--- src/rtl/ddr_init_seq.sv ---
module ddr_init_seq #(
  parameter int CLK_MHZ          = 200,
  parameter int T_RP             = 3,
  parameter int T_RFC            = 10,
  parameter int T_MRD            = 2,
  parameter int N_REF            = 2,
  parameter int DLL_LOCK         = 200,
  parameter int BURST_LEN        = 4,
  parameter bit BURST_INTERLEAVE = 1'b0,
  parameter int CAS_X2           = 5
) (
  input  logic        clk,
  input  logic        rst_n,
  output logic        cke,
  output logic        cs_n,
  output logic        ras_n,
  output logic        cas_n,
  output logic        we_n,
  output logic [1:0]  ba,
  output logic [12:0] addr,
  output logic        init_done
);

  localparam int STABLE = CLK_MHZ * 200;
  localparam int NREF   = (N_REF < 2) ? 2 : N_REF;
  localparam int CW     = $clog2(STABLE + DLL_LOCK + T_RFC + T_RP + T_MRD + 2);
  localparam int RW     = $clog2(NREF + 1);

  localparam logic [2:0] BL_CODE = (BURST_LEN == 2) ? 3'b001 :
                                   (BURST_LEN == 4) ? 3'b010 :
                                   (BURST_LEN == 8) ? 3'b011 : 3'b000;
  localparam logic [2:0] CL_CODE = (CAS_X2 == 4) ? 3'b010 :
                                   (CAS_X2 == 5) ? 3'b110 : 3'b000;
  localparam logic [12:0] MODE_WORD = {6'b0, CL_CODE, BURST_INTERLEAVE, BL_CODE};
  localparam logic [12:0] DLL_RST   = 13'h0100;
  localparam logic [12:0] ALL_BANKS = 13'h0400;

  localparam logic [3:0] C_NOP = 4'b0111;
  localparam logic [3:0] C_PRE = 4'b0010;
  localparam logic [3:0] C_REF = 4'b0001;
  localparam logic [3:0] C_MRS = 4'b0000;

  if (BL_CODE == 3'b000 || CL_CODE == 3'b000 || T_MRD < 2 || T_RP < 1 ||
      T_RFC < 1 || DLL_LOCK < 1 || CLK_MHZ < 1) begin : g_bad_cfg
    $error("ddr_init_seq: unsupported burst length, CAS latency or timing parameter");
  end

  typedef enum logic [3:0] {
    ST_WAIT, ST_CKE, ST_PRE1, ST_EMRS, ST_MRSD, ST_PRE2, ST_REF, ST_MRS, ST_FIN, ST_DONE
  } step_t;

  step_t           state;
  logic [CW-1:0]   cnt;
  logic [CW-1:0]   lock;
  logic [RW-1:0]   refs;
  logic [3:0]      cmd_q;

  assign {cs_n, ras_n, cas_n, we_n} = cmd_q;

  always_ff @(posedge clk or negedge rst_n) begin
    if (!rst_n) begin
      state     <= ST_WAIT;
      cnt       <= CW'(STABLE - 1);
      lock      <= '0;
      refs      <= '0;
      cke       <= 1'b0;
      cmd_q     <= C_NOP;
      ba        <= 2'b00;
      addr      <= '0;
      init_done <= 1'b0;
    end else begin
      cmd_q <= C_NOP;
      ba    <= 2'b00;
      addr  <= '0;
      if (lock != '0) lock <= lock - 1'b1;
      if (cnt != '0) begin
        cnt <= cnt - 1'b1;
      end else begin
        case (state)
          ST_WAIT: state <= ST_CKE;
          ST_CKE: begin
            cke   <= 1'b1;
            state <= ST_PRE1;
          end
          ST_PRE1, ST_PRE2: begin
            cmd_q <= C_PRE;
            addr  <= ALL_BANKS;
            cnt   <= CW'(T_RP - 1);
            refs  <= RW'(NREF - 1);
            state <= (state == ST_PRE1) ? ST_EMRS : ST_REF;
          end
          ST_EMRS: begin
            cmd_q <= C_MRS;
            ba    <= 2'b01;
            cnt   <= CW'(T_MRD - 1);
            state <= ST_MRSD;
          end
          ST_MRSD: begin
            cmd_q <= C_MRS;
            addr  <= MODE_WORD | DLL_RST;
            cnt   <= CW'(T_MRD - 1);
            lock  <= CW'(DLL_LOCK - 1);
            state <= ST_PRE2;
          end
          ST_REF: begin
            cmd_q <= C_REF;
            cnt   <= CW'(T_RFC - 1);
            if (refs == '0) state <= ST_MRS;
            else            refs  <= refs - 1'b1;
          end
          ST_MRS: begin
            cmd_q <= C_MRS;
            addr  <= MODE_WORD;
            cnt   <= CW'(T_MRD - 1);
            state <= ST_FIN;
          end
          ST_FIN: begin
            if (lock == '0) begin
              init_done <= 1'b1;
              state     <= ST_DONE;
            end
          end
          default: ;
        endcase
      end
    end
  end

  AST_CKE_LOW_QUIET: assert property (@(posedge clk) disable iff (!rst_n)
    !cke |-> (cmd_q == C_NOP && !init_done));
  AST_CKE_HOLD: assert property (@(posedge clk) disable iff (!rst_n)
    cke |=> cke);
  AST_PRE_ALL_BANKS: assert property (@(posedge clk) disable iff (!rst_n)
    (cmd_q == C_PRE) |-> (addr[10] && ba == 2'b00));
  AST_MRS_GAP: assert property (@(posedge clk) disable iff (!rst_n)
    (cmd_q == C_MRS) |=> (cmd_q == C_NOP));
  AST_DONE_STICKY: assert property (@(posedge clk) disable iff (!rst_n)
    init_done |=> init_done);
  AST_DONE_QUIET: assert property (@(posedge clk) disable iff (!rst_n)
    init_done |-> (cke && cmd_q == C_NOP));

endmodule

--- config.mk ---
export PLATFORM = sky130hd
export DESIGN_NAME = ddr_init_seq
export DESIGN_NICKNAME = d
export VERILOG_FILES = /design/src/rtl/ddr_init_seq.sv
export SDC_FILE = /design/constraint.sdc
export NUM_CORES = 1
export LEC_CHECK = 0
export BUFFER_PORTS_ARGS = -buffer_cell sky130_fd_sc_hd__buf_2
export CAP_MARGIN = 20
export CORE_MARGIN = 5
export CORE_UTILIZATION = 60
export CTS_CLUSTER_SIZE = 14
export DETAILED_ROUTE_END_ITERATION = 8
export GPL_TIMING_DRIVEN = 0
export PLACE_DENSITY_LB_ADDON = 0.3
export SYNTH_ARGS = -nofsm -noshare
export SYNTH_HDL_FRONTEND = slang
export SYNTH_SLANG_ARGS = --single-unit
--- constraint.sdc ---
create_clock -name clk -period 5.15 [get_ports clk]
set_input_delay 0 -clock clk [delete_from_list [all_inputs] [get_ports clk]]
set_output_delay 0 -clock clk [all_outputs]
set_load 0.02 [all_outputs]
==> results of run 1 <==
[placed cells by master, fill, tap and decap left out, types with 3 or more instances in the layout]
| master | n |
|---|---|
| clkbuf_1 | 11 |
| conb_1 | 10 |
| nand3_1 | 8 |
| o41ai_1 | 5 |
| or4_1 | 12 |
| or4b_2 | 3 |
| mux2_2 | 3 |
| dfstp_2 | 13 |
| inv_1 | 10 |
| xnor2_1 | 10 |
| nor2_1 | 22 |
| o21ai_0 | 5 |
| or3_1 | 6 |
| or2_2 | 3 |
| nor3_1 | 7 |
| clkbuf_8 | 6 |
| buf_2 | 15 |
| nand2_1 | 12 |
| nor4_1 | 6 |
| buf_4 | 13 |
| nand2b_1 | 3 |
| dfrtp_1 | 34 |
| a21oi_1 | 18 |
| o31ai_1 | 10 |
| ha_1 | 4 |
| nand4_1 | 4 |
[state kept, by name, indices dropped and copies added, names as in the netlist]
register and count:
ba 1, state 4, addr 3, cnt 16, cke 1, init_done 1, refs 2, cmd_q 3
lock 16
[kinds of logic after synthesis]
group | after synthesis | share of synthesized area [%]
xor+xnor | 11 | 3.87
simple gates | 101 | 23.8
flops | 47 | 47.9
compound gates | 47 | 12.4
mux | 5 | 2.16
buf+inv | 37 | 7.69
fa+ha+maj | 4 | 2.01
other cells | 1 | 0.151
[per-layer routing]
metal,share of wire (%),track usage [%],vias up
met5,0,0,-
met4,1.5,8.30,0
met3,2.3,3.38,7
met2,49,30.8,17
met1,47,24.9,918
li1,-,-,952
[per-stage QoR]
step	util (%)	power (uW)	cell area [um^2]	hold WS, ns
floorplan	-	388	2520	-0.296
global route	69.7	677	2790	0.156
finish	69.7	654	2790	0.124
global placement	66.1	396	2650	0.230
CTS	69.2	655	2770	0.456
detailed placement	66.1	396	2650	0.237
[how the worst max path moves through the flow]
stage | slack (ns) | to | startpoint | depth (start not counted)
after floorplan | 2.86 | cnt[6]$_DFFE_PN0P_ | cnt[0]$_DFFE_PN1P_ | 7
after global placement | 2.50 | cnt[6]$_DFFE_PN0P_ | cnt[0]$_DFFE_PN1P_ | 7
after detailed placement | 2.50 | cnt[7]$_DFFE_PN0P_ | cnt[0]$_DFFE_PN1P_ | 7
after CTS | 2.48 | cnt[6]$_DFFE_PN0P_ | cnt[0]$_DFFE_PN1P_ | 7
after global routing | 2.32 | lock[9]$_DFF_PN0_ | cnt[0]$_DFFE_PN1P_ | 8
final | 2.50 | cnt[6]$_DFFE_PN0P_ | cnt[0]$_DFFE_PN1P_ | 7
[final cells by class]
cell class	count	area, um^2	share of cell area (%)
clock inverters	1	5.00	0.180
multi-input cells	178	1140	40.8
flip-flops and latches	47	1190	42.8
clock buffers	7	108	3.86
well taps	50	62.6	2.24
plain buffers	27	154	5.52
repair buffers	14	90.1	3.23
inverters	10	37.5	1.35
[worst register-to-register path: cells and delay by family, from the launching register on]
family                   cells  cell delay [ns]
buffers and inverters        2             0.37
adder cells (fa/ha/maj)      1             0.20
AND/OR/NAND/NOR              4             1.60
flip-flops                   1             0.38
[power by group through the flow]
stage / clock [uW] / combinational [uW] / sequential [uW]
floorplan: 0 / 12.1 / 376
global placement: 0 / 19.7 / 376
detailed placement: 0 / 19.8 / 376
CTS: 265 / 20.4 / 369
global route: 283 / 24.6 / 369
finish: 262 / 21.9 / 369
==> flow_metrics.py, run 1 <==
metrics = {
    "synthesis": {
        "synth_top_area_share_pct": 34.2,
        "synth_cell_types": 46,
        "syn-instance-count": 253,
        "synth_edf_count": 0,
        "synth_common_cells": "dfrtp_1 (34), nor2_1 (22), a21oi_1 (18)",
        "synth.most_common_cell": "dfrtp_1",
        "ys_seq_area_share_pct": 47.9,
        "syn_area_mm2": 0.00249,
        "synthFlopType": "dfrtp_1",
        "async_reset_ff_share_pct": 100,
        "yosys.area.top_type": "dfrtp_1",
        "synth_area_leaders": "dfrtp_1 (34%), dfstp_2 (14%), buf_4 (3.9%)",
        "ys_ff_latch": 47,
        "syn_area_per_cell_um2": 9.84,
        "yosysWarnings": 0,
    },
    "sta": {
        "period_needed_ns": 2.65,
        "relSlewSlack_pct": 57.5,
        "slew_viol_final": 0,
        "period_share_pct": 51.5,
        "tightest_slew_ns": 0.631,
        "rsz0062_at_grt": "false",
        "finalClockSkew_ns": 0.00490,
        "hold_viol": 0,
        "fmax_ghz": 0.377,
        "layout_setup_ws_ns": 2.50,
        "setup_viol_count_final": 0,
        "tns_ns": 0,
    },
    "global_routing": {
        "grt_start_max_net_pins": 48,
        "first_global_vias": 1796,
        "grt_pass1_wl_mm": 8.09,
        "antenna_found_initial": 0,
        "grt_util_all_layers_pct": 19.0,
        "grt_overflow": 0,
    },
    "route": {
        "drc": 0,
        "first_pass_iters": 4,
        "routed_wl_mm": 4.70,
        "via_per_inst": 5.67,
        "antenna_left": 0,
        "wl_per_cell_um": 14.1,
        "drt_iter0_drc": 109,
        "vias": 1894,
    },
    "clocking": {
        "cts_tree": "yes",
        "cts_buffer_depth": 2,
        "cts_num_sinks": 47,
        "numCtsBuffers": 5,
        "cts_htree_levels": 2,
        "cts_root_buf": "clkbuf_8",
        "insertion_delay_ns": 0.30,
        "cts_setup_buffers": 0,
        "ctsResizeCount": 0,
        "cts_hold_buf": 1,
        "clk_pin_slew_worst_paths_ns": 0.09,
    },
    "place": {
        "port_buffers": 12,
        "place_ws_ns": 2.50,
        "hpwl_mm": 3.24,
        "placedCellCount": 324,
        "gp_congestion": 0.776,
    },
    "setup_path": {
        "reg2reg_to": "cnt[6]$_DFFE_PN0P_",
        "endpoint_kind": "flip-flop",
        "worstReg2RegStart": "cnt[0]$_DFFE_PN1P_",
        "cp_cell_sequence": "inv_1 > ha_1 > or4b_4 > or4_4 > nor2_1 > buf_4 > nor2_1",
        "r2r_setup_slack_ns": 2.50,
        "startpoint_type": "flip-flop",
        "reg2reg_depth": 7,
        "crit_type": "flip-flop to flip-flop",
        "required_ns": 5.35,
        "crit_path_frequent_cell": "nor2_1",
        "critPathTopFamily": "simple AND/OR/NAND/NOR gates",
        "max_stage_delay_ns": 0.53,
        "crit_buf_inv": 2,
        "cpMaxStageDelayCell": "or4_4",
        "cp.arrival_ns": 2.85,
        "cp_max_fo": 10,
    },
    "min_path": {
        "hold_class": "primary input to asynchronous set/reset pin",
    },
    "die": {
        "io-pin-count": 23,
        "start_util_pct": 62.2,
        "num_rows": 23,
        "die_h_um": 74.4,
        "core_mm2": 0.00400,
        "die_x_um": 74.4,
        "dieArea_mm2": 0.00554,
    },
    "power_and_ir_drop": {
        "seq_power_share_pct": 56.5,
        "irDropWorstVdd_v": 0.000199,
        "leakagePower_uw": 0.00124,
        "switching_power_uw": 139,
        "cellInternalPower_uw": 514,
        "p_comb_share_pct": 3.4,
        "p_clk_share_pct": 40.2,
        "switching_share_pct": 21.3,
        "power_density_mw_per_mm2": 234,
    },
    "cells_and_area": {
        "diodes": 0,
        "fillers": 306,
        "nNetsFinal": 289,
        "instances_no_fill": 334,
        "area_delta_synth_final_pct": 12.0,
        "drive_gt1_share_pct": 23.2,
    },
    "flow_run": {
        "drv_cap": 0,
    },
    "outcome": {
        "status": "finished, final reports clean",
    },
}
Power figures use the tool's default switching activity.
==> run 2: changes to the inputs <==
Settings changed: CORE_UTILIZATION 60 to 53.
Clock period 5.15 ns to 2.2 ns, I/O delays scaled along.
==> run 2 against run 1 <==
The run now ends with negative setup slack left. Hold slack got worse by 0.080 ns. Non-clock buffer count up 14. Via count is 6.8% higher. Core utilization fell by 2.9 points. Total power is 130% higher. Clock skew increased by 0.0029 ns. Sequential share of layout area shrank 4.2 points. Maximum frequency rose by 13%. Cell area rose by 11%. Global-route usage decreased by 1.0 points. Sequential cell count stayed put. Highest routed layer unchanged.
==> flow_metrics.py, run 2 (synthesis gave the netlist of run 1 again) <==
metrics = {
    "route": {
        "via_per_inst": 5.74,
        "routed_wl_mm": 5.37,
        "first_pass_iters": 4,
        "drt_iter0_drc": 123,
        "antenna_left": 0,
        "drc": 0,
        "vias": 2022,
        "wl_per_cell_um": 15.2,
    },
    "setup_path": {
        "cpMaxStageDelayCell": "or4_4",
        "cp.arrival_ns": 2.58,
        "cp_max_fo": 3,
        "crit_type": "flip-flop to flip-flop",
        "reg2reg_to": "cnt[12]$_DFFE_PN1P_",
        "critPathTopFamily": "simple AND/OR/NAND/NOR gates",
        "endpoint_kind": "flip-flop",
        "r2r_setup_slack_ns": -0.15,
        "max_stage_delay_ns": 0.53,
        "crit_buf_inv": 1,
        "required_ns": 2.43,
        "worstReg2RegStart": "cnt[1]$_DFFE_PN1P_",
        "cp_cell_sequence": "inv_2 > ha_4 > or4b_4 > or4_4 > or3_1 > mux2_2",
        "startpoint_type": "flip-flop",
        "reg2reg_depth": 6,
    },
    "clocking": {
        "cts_num_sinks": 47,
        "numCtsBuffers": 5,
        "cts_htree_levels": 2,
        "clk_pin_slew_worst_paths_ns": 0.09,
        "insertion_delay_ns": 0.30,
        "cts_root_buf": "clkbuf_8",
        "cts_tree": "yes",
        "cts_buffer_depth": 2,
    },
    "cells_and_area": {
        "area_delta_synth_final_pct": 24.3,
        "diodes": 0,
        "fillers": 370,
        "drive_gt1_share_pct": 35.2,
        "fin_util_pct": 66.8,
        "layout_commonest_cell": "dfrtp_1",
        "nNetsFinal": 303,
        "largestRegisters": "cnt x16, lock x16, state x4",
        "final_cell_mix": "dfrtp_1 (34), buf_4 (22), nor2_1 (15), a21oi_1 (15), dfstp_2 (13)",
    },
    "die": {
        "io-pin-count": 23,
        "core_mm2": 0.00463,
        "dieArea_mm2": 0.00617,
        "start_util_pct": 53.8,
        "die_x_um": 78.5,
        "die_h_um": 78.5,
        "num_rows": 25,
    },
    "power_and_ir_drop": {
        "leakagePower_uw": 0.00135,
        "power_density_mw_per_mm2": 482,
        "irDropWorstVdd_v": 0.000228,
        "finalPower_uw": 1490,
    },
    "flow_run": {
        "drv_cap": 0,
    },
    "outcome": {
        "violations": "negative setup slack",
        "status": "finished with violations",
    },
    "sta": {
        "tns_ns": -1.82,
        "layout_setup_ws_ns": -0.147,
        "tightest_slew_ns": 0.546,
        "rsz0062_at_grt": "true",
        "slew_viol_final": 0,
        "period_needed_ns": 2.35,
        "setup_viol_count_final": 18,
        "period_share_pct": 107,
        "relSlewSlack_pct": 63.3,
        "finalClockSkew_ns": 0.00784,
        "hold_viol": 0,
        "fmax_ghz": 0.426,
    },
    "min_path": {
        "hold_class": "primary input to asynchronous set/reset pin",
    },
    "global_routing": {
        "grt_start_max_net_pins": 48,
        "grt_util_all_layers_pct": 18.0,
        "first_global_vias": 1903,
        "antenna_found_initial": 0,
        "grt_pass1_wl_mm": 8.88,
        "grt_overflow": 0,
    },
    "place": {
        "gp_congestion": 0.820,
        "port_buffers": 12,
        "hpwl_mm": 3.28,
    },
}
-- run 2: worst max-delay path by stage --
stage                  startpoint                  end  cells past startpoint
6_report       cnt[1]$_DFFE_PN1P_  cnt[12]$_DFFE_PN1P_                      6
5_1_grt        cnt[0]$_DFFE_PN1P_   cnt[1]$_DFFE_PN1P_                      8
3_5_place_dp   cnt[0]$_DFFE_PN1P_   lock[11]$_DFF_PN0_                      8
4_1_cts        cnt[1]$_DFFE_PN1P_  cnt[12]$_DFFE_PN1P_                      6
2_1_floorplan  cnt[0]$_DFFE_PN1P_  cnt[12]$_DFFE_PN1P_                      6
3_3_place_gp   cnt[0]$_DFFE_PN1P_    lock[5]$_DFF_PN0_                      8
-- run 2: worst reg2reg max path: stages (launching register included) --
cell and delay, ns:
dfstp_2 0.38, inv_2 0.06, ha_4 0.13, or4b_4 0.50
or4_4 0.53, or3_1 0.40, mux2_2 0.28
-- run 2: cell type report --
class / instances / area, um^2 / share of cell area (%)
Buffer: 26 / 169 / 5.46
Inverter: 10 / 37.5 / 1.21
Multi-Input combinational cell: 178 / 1280 / 41.4
Clock inverter: 1 / 7.51 / 0.243
Sequential cell: 47 / 1190 / 38.6
Tap cell: 54 / 67.6 / 2.18
Clock buffer: 7 / 96.3 / 3.11
Timing Repair Buffer: 29 / 241 / 7.81
-- run 2: through the flow --
step / instances / hold WS, ns / setup WS (ns) / instance area, um^2
4_1_cts: 344 / 0.444 / -0.149 / 2960
5_1_grt: 352 / 0.0535 / -0.218 / 3090
2_1_floorplan: 262 / -0.296 / -0.0895 / 2530
3_3_place_gp: 328 / 0.234 / -0.421 / 2660
3_5_place_dp: 328 / 0.233 / -0.440 / 2660
6_report: 352 / 0.0439 / -0.147 / 3090
-- run 2: layer usage --
| layer | track usage (%) | wire length, um |
|---|---|---|
| met1 | 24.3 | 2490 |
| met2 | 28.8 | 2570 |
| met3 | 3.67 | 238 |
| met4 | 5.94 | 73 |
| met5 | 0 | 0 |
-- run 2: what timing repair did --
action	4_1_cts	5_1_grt
resized for setup	31	15
hold buffers	1	0
setup endpoints to repair	43	34
setup buffers	7	7
endpoints found under the hold margin	34	0
gates cloned	1	0
pin swaps	11	7
-- run 2: power breakdown --
part / internal [uW] / switching [uW]
combinational: 17.3 / 34.0
clock: 286 / 288
sequential: 864 / 0
total: 1170 / 322
